$ cat config.mk
export PLATFORM = sky130hd
export DESIGN_NAME = memRegionPort
export DESIGN_NICKNAME = d
export VERILOG_FILES = /design/src/rtl/memPathPkg.sv /design/src/rtl/memPathCtrl.sv /design/src/rtl/memPathData.sv /design/src/rtl/memRegionPort.sv
export SDC_FILE = /design/constraint.sdc
export NUM_CORES = 1
export LEC_CHECK = 0
export ABC_AREA = 1
export CORE_AREA = 5 5 178 180
export CTS_BUF_LIST = sky130_fd_sc_hd__clkbuf_4 sky130_fd_sc_hd__clkbuf_8
export CTS_CLUSTER_SIZE = 25
export DETAILED_ROUTE_END_ITERATION = 8
export DIE_AREA = 0 0 183 185
export GPL_TIMING_DRIVEN = 0
export PLACE_DENSITY = 0.7
export SETUP_SLACK_MARGIN = 0.5
export SLEW_MARGIN = 10
export SYNTH_ARGS = -nofsm -noshare
export SYNTH_HDL_FRONTEND = slang
export SYNTH_SLANG_ARGS = --single-unit
$ cat constraint.sdc
create_clock -name clk -period 3.15 [get_ports clk]
set_clock_uncertainty 0.2 [all_clocks]
set_input_delay 0.63 -clock clk [delete_from_list [all_inputs] [get_ports clk]]
set_output_delay 0.63 -clock clk [all_outputs]
set_load 0.1 [all_outputs]
$ cat src/rtl/memPathPkg.sv
package memPathPkg;
  localparam int NREG = 8;

  typedef enum logic [2:0] {
    RG_BOOT = 3'd0, RG_WORK = 3'd1, RG_INTL = 3'd2, RG_IO = 3'd3,
    RG_PAL = 3'd4, RG_VID = 3'd5, RG_SPR = 3'd6, RG_CART = 3'd7
  } regionT;

  typedef enum logic [1:0] {
    SZ_BYTE = 2'd0, SZ_HALF = 2'd1, SZ_WORD = 2'd2
  } sizeT;

  // strobes for the request cycle
  typedef struct packed {
    logic       go;
    logic       wr;
    regionT     region;
    sizeT       size;
    logic [1:0] low;
    logic       halfLanes;
  } issueT;

  // strobes for the response cycle
  typedef struct packed {
    logic       valid;
    logic       bad;
    logic       zero;
    logic       fromLatch;
    logic       loadLatch;
    regionT     region;
    sizeT       size;
    logic [1:0] low;
  } respT;
endpackage

$ cat src/rtl/memPathCtrl.sv
module memPathCtrl
  import memPathPkg::*;
#(
  parameter int          BOOT_AW        = 14,
  parameter int          CART_AW        = 25,
  parameter logic [23:0] VID_BYTE_LIMIT = 24'h018000
) (
  input  logic               clk,
  input  logic               rstN,
  input  logic               reqValid,
  input  logic               reqWrite,
  input  logic [1:0]         reqSize,
  input  logic [31:0]        reqAddr,
  input  logic [7:0]         pcRegion,
  input  logic [CART_AW:0]   romBytes,
  output issueT              issue,
  output respT               resp,
  output logic [NREG-1:0]    memSel,
  output logic               memWe,
  output logic               rspValid,
  output logic               rspError
);
  regionT rg;
  sizeT   sz;
  logic   mapped, isRd, fromLatch, zeroRd, dropWr, go, bootPast, cartPast;
  respT   respNext;

  always_comb begin
    mapped = 1'b1;
    rg     = RG_BOOT;
    case (reqAddr[31:24])
      8'h00: rg = RG_BOOT;
      8'h02: rg = RG_WORK;
      8'h03: rg = RG_INTL;
      8'h04: rg = RG_IO;
      8'h05: rg = RG_PAL;
      8'h06: rg = RG_VID;
      8'h07: rg = RG_SPR;
      8'h08, 8'h09, 8'h0A, 8'h0B, 8'h0C, 8'h0D: rg = RG_CART;
      default: mapped = 1'b0;
    endcase
    sz        = (reqSize == 2'd3) ? SZ_WORD : sizeT'(reqSize);
    bootPast  = |reqAddr[23:BOOT_AW];
    cartPast  = {1'b0, reqAddr[CART_AW-1:0]} >= romBytes;
    isRd      = reqValid && !reqWrite;
    fromLatch = isRd && mapped && rg == RG_BOOT && pcRegion != 8'h00;
    zeroRd    = isRd && mapped &&
                ((rg == RG_BOOT && pcRegion == 8'h00 && bootPast) ||
                 (rg == RG_CART && cartPast));
    dropWr    = reqWrite && (rg == RG_BOOT || rg == RG_CART ||
                (sz == SZ_BYTE && (rg == RG_SPR ||
                 (rg == RG_VID && reqAddr[23:0] >= VID_BYTE_LIMIT))));
    go        = reqValid && mapped && !fromLatch && !zeroRd && !dropWr;

    issue.go        = go;
    issue.wr        = reqWrite;
    issue.region    = rg;
    issue.size      = sz;
    issue.low       = reqAddr[1:0];
    issue.halfLanes = (sz == SZ_BYTE) &&
                      ((rg == RG_IO && !reqWrite) || (rg == RG_VID && reqWrite));

    respNext.valid     = isRd;
    respNext.bad       = reqValid && !mapped;
    respNext.zero      = zeroRd;
    respNext.fromLatch = fromLatch;
    respNext.loadLatch = go && !reqWrite && rg == RG_BOOT;
    respNext.region    = rg;
    respNext.size      = sz;
    respNext.low       = reqAddr[1:0];
  end

  for (genvar g = 0; g < NREG; g++) begin : gSel
    assign memSel[g] = go && (rg == regionT'(g));
  end
  assign memWe = go && reqWrite;

  always_ff @(posedge clk) begin
    if (!rstN) resp <= '0;
    else       resp <= respNext;
  end

  assign rspValid = resp.valid;
  assign rspError = resp.bad;

  p_one_sel_r1: assert property (@(posedge clk) disable iff (!rstN)
    $onehot0(memSel));
  p_rsp_after_read_r2: assert property (@(posedge clk) disable iff (!rstN)
    rspValid |-> $past(reqValid && !reqWrite));
  p_err_cause_r12: assert property (@(posedge clk) disable iff (!rstN)
    rspError |-> $past(reqValid));
  p_spr_byte_drop_r8: assert property (@(posedge clk) disable iff (!rstN)
    (reqValid && reqWrite && reqSize == 2'd0 && reqAddr[31:24] == 8'h07) |-> memSel == '0);
  p_prot_boot_r10: assert property (@(posedge clk) disable iff (!rstN)
    (reqValid && reqAddr[31:24] == 8'h00 && pcRegion != 8'h00) |-> !memSel[0]);
endmodule

$ cat src/rtl/memPathData.sv
module memPathData
  import memPathPkg::*;
#(
  parameter int BOOT_AW = 14,
  parameter int WORK_AW = 18,
  parameter int INTL_AW = 15,
  parameter int IO_AW   = 10,
  parameter int PAL_AW  = 10,
  parameter int VID_AW  = 17,
  parameter int SPR_AW  = 10,
  parameter int CART_AW = 25
) (
  input  logic                 clk,
  input  logic                 rstN,
  input  issueT                issue,
  input  respT                 resp,
  input  logic [CART_AW-1:0]   reqOff,
  input  logic [31:0]          reqWdata,
  input  logic [NREG*32-1:0]   memRdata,
  output logic [CART_AW-1:0]   memAddr,
  output logic [3:0]           memBe,
  output logic [31:0]          memWdata,
  output logic [31:0]          rspData
);
  localparam logic [CART_AW-1:0] ALIGN_MASK = {{(CART_AW-2){1'b1}}, 2'b00};

  function automatic logic [CART_AW-1:0] sizeMask(input int aw);
    return CART_AW'((64'd1 << aw) - 64'd1);
  endfunction

  logic [CART_AW-1:0] offMask;
  logic [31:0] rdArr [NREG];
  logic [31:0] bootLatch, raw, aligned;
  logic [63:0] dbl;
  logic [15:0] half;

  for (genvar g = 0; g < NREG; g++) begin : gUnpack
    assign rdArr[g] = memRdata[g*32 +: 32];
  end

  always_comb begin
    case (issue.region)
      RG_BOOT: offMask = sizeMask(BOOT_AW);
      RG_WORK: offMask = sizeMask(WORK_AW);
      RG_INTL: offMask = sizeMask(INTL_AW);
      RG_IO:   offMask = sizeMask(IO_AW);
      RG_PAL:  offMask = sizeMask(PAL_AW);
      RG_VID:  offMask = sizeMask(VID_AW);
      RG_SPR:  offMask = sizeMask(SPR_AW);
      default: offMask = sizeMask(CART_AW);
    endcase
    memAddr = reqOff & offMask & ALIGN_MASK;

    case (issue.size)
      SZ_WORD: begin
        memBe    = 4'b1111;
        memWdata = reqWdata;
      end
      SZ_HALF: begin
        memBe    = issue.low[1] ? 4'b1100 : 4'b0011;
        memWdata = {2{reqWdata[15:0]}};
      end
      default: begin
        if (issue.halfLanes) memBe = issue.low[1] ? 4'b1100 : 4'b0011;
        else                 memBe = 4'b0001 << issue.low;
        memWdata = {4{reqWdata[7:0]}};
      end
    endcase
  end

  // response alignment
  always_comb begin
    raw  = resp.fromLatch ? bootLatch : rdArr[resp.region];
    dbl  = {raw, raw};
    half = resp.low[1] ? raw[31:16] : raw[15:0];
    case (resp.size)
      SZ_WORD: aligned = dbl[{resp.low, 3'b000} +: 32];
      SZ_HALF: aligned = {16'h0, resp.low[0] ? {half[7:0], half[15:8]} : half};
      default: aligned = {24'h0, dbl[{resp.low, 3'b000} +: 8]};
    endcase
    rspData = (resp.valid && !resp.zero && !resp.bad) ? aligned : 32'h0;
  end

  always_ff @(posedge clk) begin
    if (!rstN)               bootLatch <= '0;
    else if (resp.loadLatch) bootLatch <= rdArr[RG_BOOT];
  end

  p_word_be_r6: assert property (@(posedge clk) disable iff (!rstN)
    (issue.go && issue.wr && issue.size == SZ_WORD) |-> memBe == 4'b1111);
  p_vid_byte_lanes_r7: assert property (@(posedge clk) disable iff (!rstN)
    (issue.go && issue.wr && issue.region == RG_VID && issue.size == SZ_BYTE)
      |-> ((memBe == 4'b0011 || memBe == 4'b1100) && memWdata[7:0] == memWdata[15:8]));
  p_blank_read_r12: assert property (@(posedge clk) disable iff (!rstN)
    (resp.valid && resp.bad) |-> rspData == 32'h0);
endmodule

$ cat src/rtl/memRegionPort.sv
module memRegionPort
  import memPathPkg::*;
#(
  parameter int          BOOT_AW        = 14,
  parameter int          WORK_AW        = 18,
  parameter int          INTL_AW        = 15,
  parameter int          IO_AW          = 10,
  parameter int          PAL_AW         = 10,
  parameter int          VID_AW         = 17,
  parameter int          SPR_AW         = 10,
  parameter int          CART_AW        = 25,
  parameter logic [23:0] VID_BYTE_LIMIT = 24'h018000
) (
  input  logic                 clk,
  input  logic                 rstN,
  input  logic                 reqValid,
  input  logic                 reqWrite,
  input  logic [1:0]           reqSize,
  input  logic [31:0]          reqAddr,
  input  logic [31:0]          reqWdata,
  input  logic [7:0]           pcRegion,
  input  logic [CART_AW:0]     romBytes,
  output logic [NREG-1:0]      memSel,
  output logic                 memWe,
  output logic [CART_AW-1:0]   memAddr,
  output logic [3:0]           memBe,
  output logic [31:0]          memWdata,
  input  logic [NREG*32-1:0]   memRdata,
  output logic                 rspValid,
  output logic [31:0]          rspData,
  output logic                 rspError
);
  issueT issue;
  respT  resp;

  memPathCtrl #(
    .BOOT_AW(BOOT_AW), .CART_AW(CART_AW), .VID_BYTE_LIMIT(VID_BYTE_LIMIT)
  ) i_ctrl (
    .clk(clk), .rstN(rstN), .reqValid(reqValid), .reqWrite(reqWrite),
    .reqSize(reqSize), .reqAddr(reqAddr), .pcRegion(pcRegion),
    .romBytes(romBytes), .issue(issue), .resp(resp), .memSel(memSel),
    .memWe(memWe), .rspValid(rspValid), .rspError(rspError)
  );

  memPathData #(
    .BOOT_AW(BOOT_AW), .WORK_AW(WORK_AW), .INTL_AW(INTL_AW), .IO_AW(IO_AW),
    .PAL_AW(PAL_AW), .VID_AW(VID_AW), .SPR_AW(SPR_AW), .CART_AW(CART_AW)
  ) i_data (
    .clk(clk), .rstN(rstN), .issue(issue), .resp(resp),
    .reqOff(reqAddr[CART_AW-1:0]), .reqWdata(reqWdata), .memRdata(memRdata),
    .memAddr(memAddr), .memBe(memBe), .memWdata(memWdata), .rspData(rspData)
  );
endmodule

* After elaboration in Yosys (flattened, before gate mapping)
Index checks and enable logic that the tools add are counted.
Operators by class: reduce and logical (&&, ||, !) cells 53, equality and inequality tests 24, bitwise gates (word level) 2, shifts and indexed selects 3, mux-type cells 16, $lt $le $gt $ge 3
Operator list (number):
- 32-bit 2-to-1 mux | 4
- 32-bit one-hot mux with 2 select lines | 2
- 25-bit one-hot mux with 5 select lines | 1
- 32-bit binary-select mux with 3-bit select | 1
- 64-bit by 6-bit variable part select with 32-bit output | 1
- 64-bit by 6-bit variable part select with 8-bit output | 1
- 8-bit by 4-bit == test with 1-bit output, second input constant | 6
- 8-bit by 3-bit == test with 1-bit output, second input constant | 4
- 1-bit logical AND | 32
- 16-bit 2-to-1 mux | 2
- 25-bit by 26-bit greater-or-equal comparator with 1-bit output | 1
- 25-bit bitwise AND | 1
- 24-bit by 17-bit greater-or-equal comparator with 1-bit output, second input constant | 1
- 3-bit one-hot mux with 7 select lines | 1
- 8-bit by 2-bit == test with 1-bit output, second input constant | 2
- 8-bit zero test | 2
- 13-bit OR reduction | 1
- 3-bit == test, second input constant | 4
- 10-bit OR reduction | 1
- 4-bit 2-to-1 mux | 2
- 4-bit one-hot mux with 2 select lines | 1
- 8-bit nonzero test | 1
- 1-bit zero test | 7
- 2-bit == test, second input constant | 3
- 13 further kinds | 19
Word-level totals: output and inout port bits 104, logic and storage cells 110, bits in registers 44, input bits 360

* Depth between registers and ports, before layout
Gate-level depths: netlist (run 1).
word-level depth 13, depth in mapped cells 15, depth with buffers taken out 15

* Hierarchy
From an unflattened synthesis (run 1), not the netlist that was laid out.
Unflattened totals: cell total of the unflattened synthesis 1576, area total of the unflattened synthesis 8000.2 um^2
By module, submodules not included:
- memPathData | cells an instance 1323, seq. area each 640.6 um^2, times used 1, area each 6433.7 um^2
- memPathCtrl | cells an instance 253, seq. area each 240.2 um^2, times used 1, area each 1566.5 um^2

* Worst setup path after synthesis (run 1)
Ideal clock, no wire load.
path type register to output, start register i_ctrl.rspValid (netlist name), end output rspData[21], setup slack -1.730 ns, cell stages (with the launch flop) 7, path buffers 1, arrival 4.050 ns, data required time 2.320 ns, path through dfxtp_1 inv_1 nor3_1 nand2_1 nor2_1 clkbuf_1 nor3b_1
On the way: word-level cells in the longest chain between the ends 3
Ends and longest elaborated chain:
- 1-bit logical AND (2 in series) | line memPathData.sv:81 | rspData = (resp.valid && !resp.zero && !resp.bad) ? aligned : 32'h0;
- 32-bit 2-to-1 mux | line memPathData.sv:81
- end, declared | line memRegionPort.sv:30 | output logic [31:0] rspData,
No other way between the ends.

* Worst setup path after layout (run 1)
start input memRdata[17], end output rspData[9]
On the way: word-level cells in the longest chain between the ends 8, elaborated cells between the ends (all ways) 9, classes of those cells shift: 1; mux: 8
Ends and longest elaborated chain:
- start, declared | line memRegionPort.sv:28 | input logic [NREG*32-1:0] memRdata,
- 32-bit binary-select mux with 3-bit select (*) | line memPathData.sv:73 | raw = resp.fromLatch ? bootLatch : rdArr[resp.region];
- 32-bit 2-to-1 mux (implied by the code) (*) (2 in series) | line memPathData.sv:73
- 32-bit 2-to-1 mux (*) | line memPathData.sv:73
- branches (longest 2 deep; another with 64-bit by 6-bit variable part select with 32-bit output)
- 32-bit one-hot mux with 2 select lines (*) | line memPathData.sv:76 | case (resp.size)
- 32-bit 2-to-1 mux (*) | line memPathData.sv:81
Every way passes the cells marked *. The select of a mux whose other input is x is not followed.

==> impl_results.md, run 1 <==
* Setup Crit Path Kind: in2out
* Post-synthesis register bit count at 44
* Via count at approximately 13,000
* Final period demand of the worst path at ~3.2 ns
* GRT Total Usage at 0.287
* Seq/Total Area, Yosys at 0.115
* Slew Limit Headroom at 0.283
* Top area cells in the synthesized netlist: nand2_1 26%, nand3_1 19%, dfxtp_1 11%, inv_1 11%, a21oi_1 5.1%
* Initial antenna violation count at 13
* Share of layout cells above drive strength 1 at 0.418
* Final hold violations at 0
* Average wire per standard cell at around 22 um
* DR DRC count at 0
* Cells after synthesis at approximately 1,500
* Crit end category: output port
* Number of buffers created by CTS at 5
* Min Hold Slack at about 0.34 ns
* Width of the die at 183 um
* Post-route cell area at 0.0174 mm^2
* Routability cong. at ~0.96
* Post-synth top area share at 0.264
* DRT iter0 DRCs at between 700 and 800
* Top cell type by total area after synthesis: nand2_1
* Register-to-register setup slack at approximately 1.5 ns
* Core outline area at approximately 0.03 mm^2
* Row cnt at 64
* Pre-CTS setup slack at -1.68 ns
* RSZ-0062 raised after global routing: true
* Fmax achieved at approximately 320 MHz
* WP data required at between 2 and 2.5 ns
* Leak at 7.96 nW
* Post-layout util at 0.579
* HPWL Detailed at between 40,000 and 50,000 um
* Detailed Route WL at roughly 53,000 um
* Clk_lat worst skew at 0.31 ns
* Area growth syn-to-layout at 127%
* Starting density of the core at 0.256
* Worst path arrival time at between 2 and 2.5 ns
* Die H at about 190 um
* Number of synthesized flops with an enable pin at 0
* Most used DFF post-synth: dfxtp_1
* First-pass GRT wire length at about 75,000 um
* Pins Over Slew Limit at 0
* Vias in the first global route at ~13,000
* Outcome: complete, but fails checks
* FFs w/ async S/R, synth at 0
* Clock Path Buffers at 2
* Failing checks: negative setup slack
* Most common library cells after synthesis: 541 x nand2_1, 298 x nand3_1, 216 x inv_1, 79 x a21oi_1, 66 x nor2_1
* YS warnings at 0
* Peak VDD IR at approximately 150 uV
* Routed Antenna Nets at 0
* Largest net degree at the start of global routing at 16
* Power Dens Cells at roughly 180 mW/mm^2
* # hold bufs at CTS at 0
* Worst slew pin tran at 1.07 ns
* Fin crit share at 1.01
* PnR worst setup slack at -0.0173 ns
* Via density at a little over 5
* MaxCap Viol Count at 0
* Die ar. at roughly 0.034 mm^2
* Yosys cell types at 39
* Congestion Overflow GR at 0
* Fin nets at 2,424
* Placed Area at around 0.014 mm^2
* H-tree lvl count at 2
* CTS root buffer: clkbuf_8
* Synthesized area at 0.00768 mm^2
* Buffers on Ports at about 460
* Worst min path class: reg2reg
* Reg clk slew, reported paths at ~0.090 ns
* DR pass1 iterations at 6
* CTS tree: built
* Final Setup Violations at 1
* # IOs at about 460
* Avg Cell Area, Syn at between 5 and 6 um^2
* Most instantiated library cell after synthesis: nand2_1
* Setup TNS at -0.0173 ns
* Sink Count at 44
* Crit-path max FO at 3
* Startpoint Class: primary input
where the power goes:
part           internal [mW]  switching [mW]
Combinational          0.863            1.23
Clock                  0.239           0.220
Sequential             0.561         0.00336
Total                   1.66            1.45
per-layer routing:
| metal | global-route usage | vias to the layer above | share of wire |
|---|---|---|---|
| li1 | - | 5872 | - |
| met1 | 0.318 | 5865 | 0.36 |
| met2 | 0.518 | 644 | 0.49 |
| met3 | 0.0770 | 159 | 0.090 |
| met4 | 0.122 | 10 | 0.051 |
| met5 | 0 | - | 0.0011 |
through the flow:
stage	std cells	power [mW]
final	2443	3.11
after global routing	2442	3.26
after CTS	2412	2.98
after detailed placement	2380	2.39
after global placement	2380	2.38
after floorplan	1525	1.60
critical path, cell delays in order:
cell	delay (ns)
clkdlybuf4s50_1	0.45
inv_1	0.08
nand2_1	0.09
nand3_1	0.09
nand3_1	0.14
nand3_4	0.13
nand3_2	0.09
nand2_2	0.09
nand2_1	0.08
nand3_2	0.11
a21oi_4	0.16
buf_12	0.19
placed cells by master, fill, tap and decap left out, types with 24 or more instances in the layout:
cell type	n
a21oi_1	32
nand2_1	437
nand2_2	90
nand3_1	78
a21oi_4	25
inv_2	44
nor2_1	24
buf_12	69
o21ai_0	34
buf_2	44
buf_4	65
inv_1	162
buf_6	30
ha_4	24
dfxtp_1	41
nand3_2	169
clkbuf_2	28
dlygate4sd2_1	29
nand3_4	53
clkbuf_4	28
clkdlybuf4s50_1	267
nor2_4	38
registers in the layout (all words and copies together) (netlist names):
register          flops
i_ctrl.resp          10
i_ctrl.rspValid       1
i_data.bootLatch     32
i_ctrl.rspError       1
worst paths after layout:
kind,start,to,cells after the start
min,i_data.bootLatch[5],i_data.bootLatch[5],2
max,memRdata[17],rspData[9],12
min reg2reg,i_data.bootLatch[5],i_data.bootLatch[5],2
max reg2reg,i_ctrl.resp[7],i_data.bootLatch[31],4
area by class of cell:
cell class              instances  area (um^2)
inverters                     223          925
diodes                          9         22.5
repair buffers                505         5470
fillers                      2828        12600
clock inverters                 3         46.3
plain buffers                 117         1010
flip-flops and latches         44          890
well taps                     396          495
multi-input cells            1141         8470
clock buffers                   5         68.8
kinds of logic (layout without fill, tap and decap cells):
family / Yosys count / in the layout / synth area share
buffers and inverters: 340 / 853 / 0.196
AOI/OAI and AO/OA: 172 / 172 / 0.122
other: 1 / 11 / 0.000488
DFF: 44 / 44 / 0.115
and+or+nand+nor: 940 / 940 / 0.523
adders and majority gates: 27 / 27 / 0.0440
timing repair:
action / CTS / global route
resized for setup: 1137 / 389
setup buffers: 23 / 12
gates cloned: 1 / 10
endpoints found under the setup margin: 102 / 102
pin swaps: 204 / 134
Power figures use the tool's default switching activity.
==> run 2: changes to the inputs <==
--- a/config.mk
+++ b/config.mk
@@ -14,5 +14,5 @@
 export GPL_TIMING_DRIVEN = 0
 export PLACE_DENSITY = 0.7
-export SETUP_SLACK_MARGIN = 0.5
+export SETUP_SLACK_MARGIN = 0.02
 export SLEW_MARGIN = 10
 export SYNTH_ARGS = -nofsm -noshare
--- a/constraint.sdc
+++ b/constraint.sdc
@@ -3,3 +3,3 @@
 set_input_delay 0.63 -clock clk [delete_from_list [all_inputs] [get_ports clk]]
 set_output_delay 0.63 -clock clk [all_outputs]
-set_load 0.1 [all_outputs]
+set_load 0.005 [all_outputs]
==> run 2 against run 1 <==
The flow still finishes with violations (negative setup slack). Fmax is 0.25% higher. Register-to-register slack worse by 0.11 ns. Non-clock buffer count shrank 3. Critical path type is now reg2out. Largest power group unchanged. Clock power up 4%. Critical endpoint is now rspData[12].
==> impl_results.md, run 2 (synthesis gave the netlist of run 1 again) <==
* Worst min path class: reg2reg
* Area growth syn-to-layout at 99.6%
* # IOs at 464
* Worst Reg-to-Reg Cells at 4
* Setup TNS at -0.00941 ns
* Number of buffers created by CTS at 5
* Share of layout cells above drive strength 1 at 0.287
* Buffers on Ports at 459
* R2R Path Start: i_ctrl.resp[7]
* H-tree lvl count at 2
* GRT Total Usage at 0.287
* Congestion Overflow GR at 0
* CTS root buffer: clkbuf_8
* Regs by FF count: i_data.bootLatch (32), i_ctrl.resp (10)
* Failing checks: negative setup slack
* Routed Antenna Nets at 0
* DR DRC count at 0
* Outcome: complete, but fails checks
* PnR worst setup slack at -0.00941 ns
* DRT iter0 DRCs at approximately 930
* Layout Cells excl Fill at 2,441
* Fin crit share at 1.00
* Slowest cell delay on critical path at about 0.34 ns
* Worst path cell trace: buf_12 -> clkbuf_16 -> buf_6 -> nand2_1 -> nand3_4 -> nand3_2 -> nand3_4 -> buf_6 -> nand3_2 -> nand2_1 -> nand2_1 -> nand3_2 -> a21oi_2 -> buf_2
* Width of the die at 183 um
* Core outline area at 0.0300 mm^2
* Leak at around 7.3 nW
* DR pass1 iterations at 6
* Final period demand of the worst path at between 3 and 4 ns
* Max FFs per register at 32
* Hold_sp: i_data.bootLatch[5]
* WP data required at between 2 and 2.5 ns
* Clk_lat worst skew at 0.32 ns
* Busiest grt layer: met2
* Crit-path max FO at 10
* Commonest non-fill, non-tap cell in the layout: nand2_1
* Grt met2 use at 0.516
* Setup Crit Path Kind: reg2out
* Reg2reg end: i_data.bootLatch[23]
* Final Setup Violations at 1
* Power Dens Cells at between 150 and 200 mW/mm^2
* Fin nets at 2,423
* Slew Limit Headroom at 0.445
* Largest net degree at the start of global routing at 16
* Startpoint Class: flip-flop
* Crit end category: output port
* Reg clk slew, reported paths at 0.10 ns
* Hold Path Sink: i_data.bootLatch[5]
* Row cnt at between 60 and 70
* Hold depth at 2
* Fmax achieved at between 300 and 400 MHz
* Detailed Route WL at around 53,000 um
* Final hold violations at 0
* Peak VDD IR at 168 uV
* Placed insts at about 2,400
* Via density at between 5 and 6
* Most frequent cells in the layout: 485 x nand2_1, 342 x clkdlybuf4s50_1, 185 x inv_1
* Clock Path Buffers at 2
* Met1 Usage GRT at 0.314
* Starting density of the core at 0.256
* Die ar. at ~0.034 mm^2
* Total chip power at 2.57 mW
* Worst slew pin tran at ~0.83 ns
* Average wire per standard cell at about 22 um
* Pins Over Slew Limit at 0
* Worst path arrival time at between 2 and 2.5 ns
* Register-to-register setup slack at 1.42 ns
* Top reg by flops: i_data.bootLatch
* MaxCap Viol Count at 0
* Critical-path top delay cell: dfxtp_2
* Sink Count at 44
* Via count at roughly 13,000
* Routability cong. at approximately 0.95
* Vias in the first global route at ~13,000
* Met3 Resource Use GR at 0.0711
* RSZ-0062 raised after global routing: true
* # hold bufs at CTS at 0
* CTS tree: built
* Post-layout util at 0.510
* Die H at roughly 190 um
* First-pass GRT wire length at 74,600 um
* HPWL Detailed at roughly 42,000 um
* Initial antenna violation count at 17
[run 2: changes by cell type in the layout (fill, tap and decap cells not counted), moves of 26 or more]
cell | previous run | this run
buf_12 | 69 | 10
clkdlybuf4s50_1 | 267 | 342
nand2_1 | 437 | 485
nand2_2 | 90 | 45
nand3_1 | 78 | 129
nand3_2 | 169 | 133
nor2_1 | 24 | 50
[run 2: area by class of cell]
type	count	area, um^2
repair inverters	1	8.76
well taps	396	495
clock inverters	3	46.3
multi-input cells	1142	7280
flip-flops and latches	44	882
inverters	223	860
repair buffers	505	4790
diodes	8	20.0
clock buffers	5	68.8
plain buffers	114	873
fillers	3025	14700
[run 2: worst max-delay path by stage]
stage / start / end / slack (ns) / depth (start not counted)
after global placement: romBytes[19] / memSel[3] / -0.96 / 13
after detailed placement: romBytes[19] / memSel[3] / -0.95 / 13
after floorplan: romBytes[9] / memSel[0] / 0.54 / 13
final: i_ctrl.resp[4] / rspData[12] / -0.009 / 14
after global routing: i_ctrl.resp[4] / rspData[12] / -0.07 / 15
after CTS: memRdata[8] / rspData[8] / -0.08 / 13
[run 2: metal layers]
layer	share of wire	routed length, um	up-vias
met5	0.0013	71	-
met3	0.094	4990	160
met2	0.49	25900	702
met1	0.36	19100	5841
li1	-	-	5861
met4	0.057	3030	12
[run 2: what timing repair did]
item                       in CTS  in global routing
buffers inserted               31                  8
gates cloned                    2                  7
setup endpoints to repair      76                 65
pin swaps                     114                137
gates resized for setup       548                329
[run 2: metrics by stage]
step	area (um^2)	setup WS [ns]	hold slack [ns]
finish	15300	-0.00941	0.339
global route	15300	-0.0690	0.356
CTS	14200	-0.0813	0.341
detailed placement	12800	-0.948	0.312
global placement	12800	-0.957	0.307
floorplan	7680	0.541	0.290
[run 2: report_power, final]
group	switching, mW	leakage, nW	internal [mW]
Combinational	0.745	6.94	0.787
Sequential	0.00320	0.356	0.562
Clock	0.237	0.0548	0.239
Total	0.985	7.35	1.59
[run 2: critical path: cells and delay by family (launching register included)]
kind                   cells  cell delay (ns)
DFF                        1             0.34
buffers and inverters      5             0.76
AOI/OAI and AO/OA          1             0.16
and+or+nand+nor            8             0.74
==> run 3: changes to the inputs <==
- GPL_TIMING_DRIVEN: 0 -> not set
- TNS_END_PERCENT: not set -> 1
==> run 3 against run 2 <==
The run still ends with negative setup slack left. Die area unchanged. Utilization decreased by 1.1 points. Clock power decreased by 15%. Largest cell class unchanged. First-iteration DRC count decreased by 21%. Sequential cell count unchanged. Combinational power decreased by 7%. Via count decreased by 4.8%. Worst hold slack got worse by 0.0024 ns. Count of clock-buffer cells in the layout increased by 3.
==> impl_results.md, run 3 (synthesis gave the netlist of run 1 again) <==
* Commonest non-fill, non-tap cell in the layout: nand2_1
* Die H at ~190 um
* Die ar. at approximately 0.034 mm^2
* Pins Over Slew Limit at 0
* DR pass1 iterations at 6
* Routability cong. at about 0.95
* Worst slew pin tran at roughly 0.97 ns
* Setup TNS at -0.570 ns
* Crit-path max FO at 3
* Regs by FF count: i_data.bootLatch (32), i_ctrl.resp (10)
* Final Setup Violations at 9
* Worst path cell trace: clkbuf_2 -> inv_2 -> ha_4 -> a21oi_2 -> nor2_2 -> nor2_1 -> nand3_1 -> nand2_1 -> nand3_2 -> nand2_4 -> nand4_4 -> buf_6 -> buf_6 -> nor2_2 -> buf_2
* Crit end category: output port
* Fin crit share at 1.04
* First-pass GRT wire length at around 67,000 um
* Final hold violations at 0
* Clock Path Buffers at 2
* Critical-path top delay cell: ha_4
* Failing checks: negative setup slack
* Post-route cell area at between 0.01 and 0.015 mm^2
* CTS tree: built
* Via count at 12,000
* Placed insts at around 2,400
* Most frequent cells in the layout: 520 x nand2_1, 335 x clkdlybuf4s50_1, 199 x nand3_1
* Width of the die at 183 um
* Reg clk slew, reported paths at approximately 0.08 ns
* Starting density of the core at 0.256
* Via density at between 4 and 5
* RSZ-0062 raised after global routing: true
* H-tree lvl count at 2
* Placed Area at around 0.013 mm^2
* HPWL Detailed at 36,000 um
* Number of buffers created by CTS at 5
* Outcome: complete, but fails checks
* Layout Cells excl Fill at roughly 2,500
* Fillers at slightly above 3,000
* Leak at between 7 and 8 nW
* Routed Antenna Nets at 0
* Worst path arrival time at approximately 2.4 ns
* Area growth syn-to-layout at 95.3%
* Vias in the first global route at about 12,000
* Row cnt at 64
* Share of layout cells above drive strength 1 at 0.260
* Detailed Route WL at between 40,000 and 50,000 um
* Max FFs per register at 32
* GRT Total Usage at 0.252
* Top reg by flops: i_data.bootLatch
* CTS root buffer: clkbuf_8
* Final period demand of the worst path at approximately 3.3 ns
* Startpoint Class: primary input
* MaxCap Viol Count at 0
* Worst min path class: reg2reg
* PnR worst setup slack at -0.125 ns
* WP data required at around 2.3 ns
* Initial antenna violation count at 6
* Buffers on Ports at between 400 and 500
* Clk_lat worst skew at 0.31 ns
* Fin nets at about 2,400
* Congestion Overflow GR at 0
* Sink Count at between 40 and 50
* Fmax achieved at around 300 MHz
* Total chip power at approximately 2.4 mW
* DR DRC count at 0
* # hold bufs at CTS at 0
* Slowest cell delay on critical path at roughly 0.25 ns
* Largest net degree at the start of global routing at 65
* Power Dens Cells at between 150 and 200 mW/mm^2
* Average wire per standard cell at approximately 19 um
* DRT iter0 DRCs at roughly 730
* Setup Crit Path Kind: in2out
* # IOs at about 460
* Core outline area at ~0.030 mm^2
* Slew Limit Headroom at 0.353
* Peak VDD IR at around 150 uV
-- run 3: cell count changes in the layout (fill, tap and decap cells not counted), moves of 10 or more --
cell      before  now
nand3_2      133   84
buf_2         54   29
clkbuf_1      21    0
buf_4         49  134
nand3_4       38   17
nor2_2         3   13
nand2_2       45   18
nand2_1      485  520
nand3_1      129  199
-- run 3: metal layers --
layer	routed length, um	track usage	share of wire	up-vias
li1	-	-	-	5894
met1	17000	0.266	0.36	5488
met2	24200	0.478	0.52	497
met3	3750	0.0648	0.080	95
met4	1950	0.0965	0.042	4
met5	27	0	0.00058	-
-- run 3: report_power, final --
group	total, mW	switching (mW)	leakage (nW)	internal (mW)
combinational	1.43	0.650	7.08	0.781
sequential	0.565	0.00438	0.358	0.561
clock	0.405	0.209	0.0524	0.197
total	2.40	0.863	7.49	1.54
-- run 3: layout make-up --
type / count / area, um^2 / area share
sequential: 44 / 887 / 0.0591
multi-input combinational: 1142 / 6600 / 0.440
tap: 396 / 495 / 0.0330
timing repair buffer: 641 / 6050 / 0.403
inverter: 223 / 852 / 0.0568
antenna: 4 / 10.0 / 0.000667
clock buffer: 8 / 97.6 / 0.00651
timing repair inverter: 1 / 8.76 / 0.000584
-- run 3: final timing paths --
kind,from,to,slack [ns],cells after the start
worst min register to register,i_data.bootLatch[2],i_data.bootLatch[2],0.34,2
worst min-delay path,i_data.bootLatch[2],i_data.bootLatch[2],0.34,2
worst max register to register,i_ctrl.resp[7],i_data.bootLatch[10],1.49,2
worst max-delay path,romBytes[15],memWe,-0.12,15
-- run 3: repair_timing --
| action | in CTS | in global routing |
|---|---|---|
| cloned | 4 | 5 |
| hold endpoints to repair | 0 | 0 |
| buffers inserted | 29 | 20 |
| setup endpoints to repair | 64 | 63 |
| gates resized for setup | 385 | 284 |
| pin swaps | 77 | 94 |
-- run 3: metrics by stage --
| step | util | hold WS [ns] | setup WS [ns] |
|---|---|---|---|
| floorplan | - | 0.290 | 0.541 |
| global placement | 0.441 | 0.309 | -0.737 |
| detailed placement | 0.441 | 0.318 | -0.737 |
| CTS | 0.476 | 0.336 | -0.208 |
| global route | 0.500 | 0.366 | -0.263 |
| finish | 0.500 | 0.336 | -0.125 |
-- run 3: critical path: cells and delay by family --
| kind | cells | cell delay [ns] |
|---|---|---|
| buf+inv | 5 | 0.52 |
| fa+ha+maj | 1 | 0.25 |
| compound gates | 1 | 0.22 |
| simple gates | 8 | 0.82 |
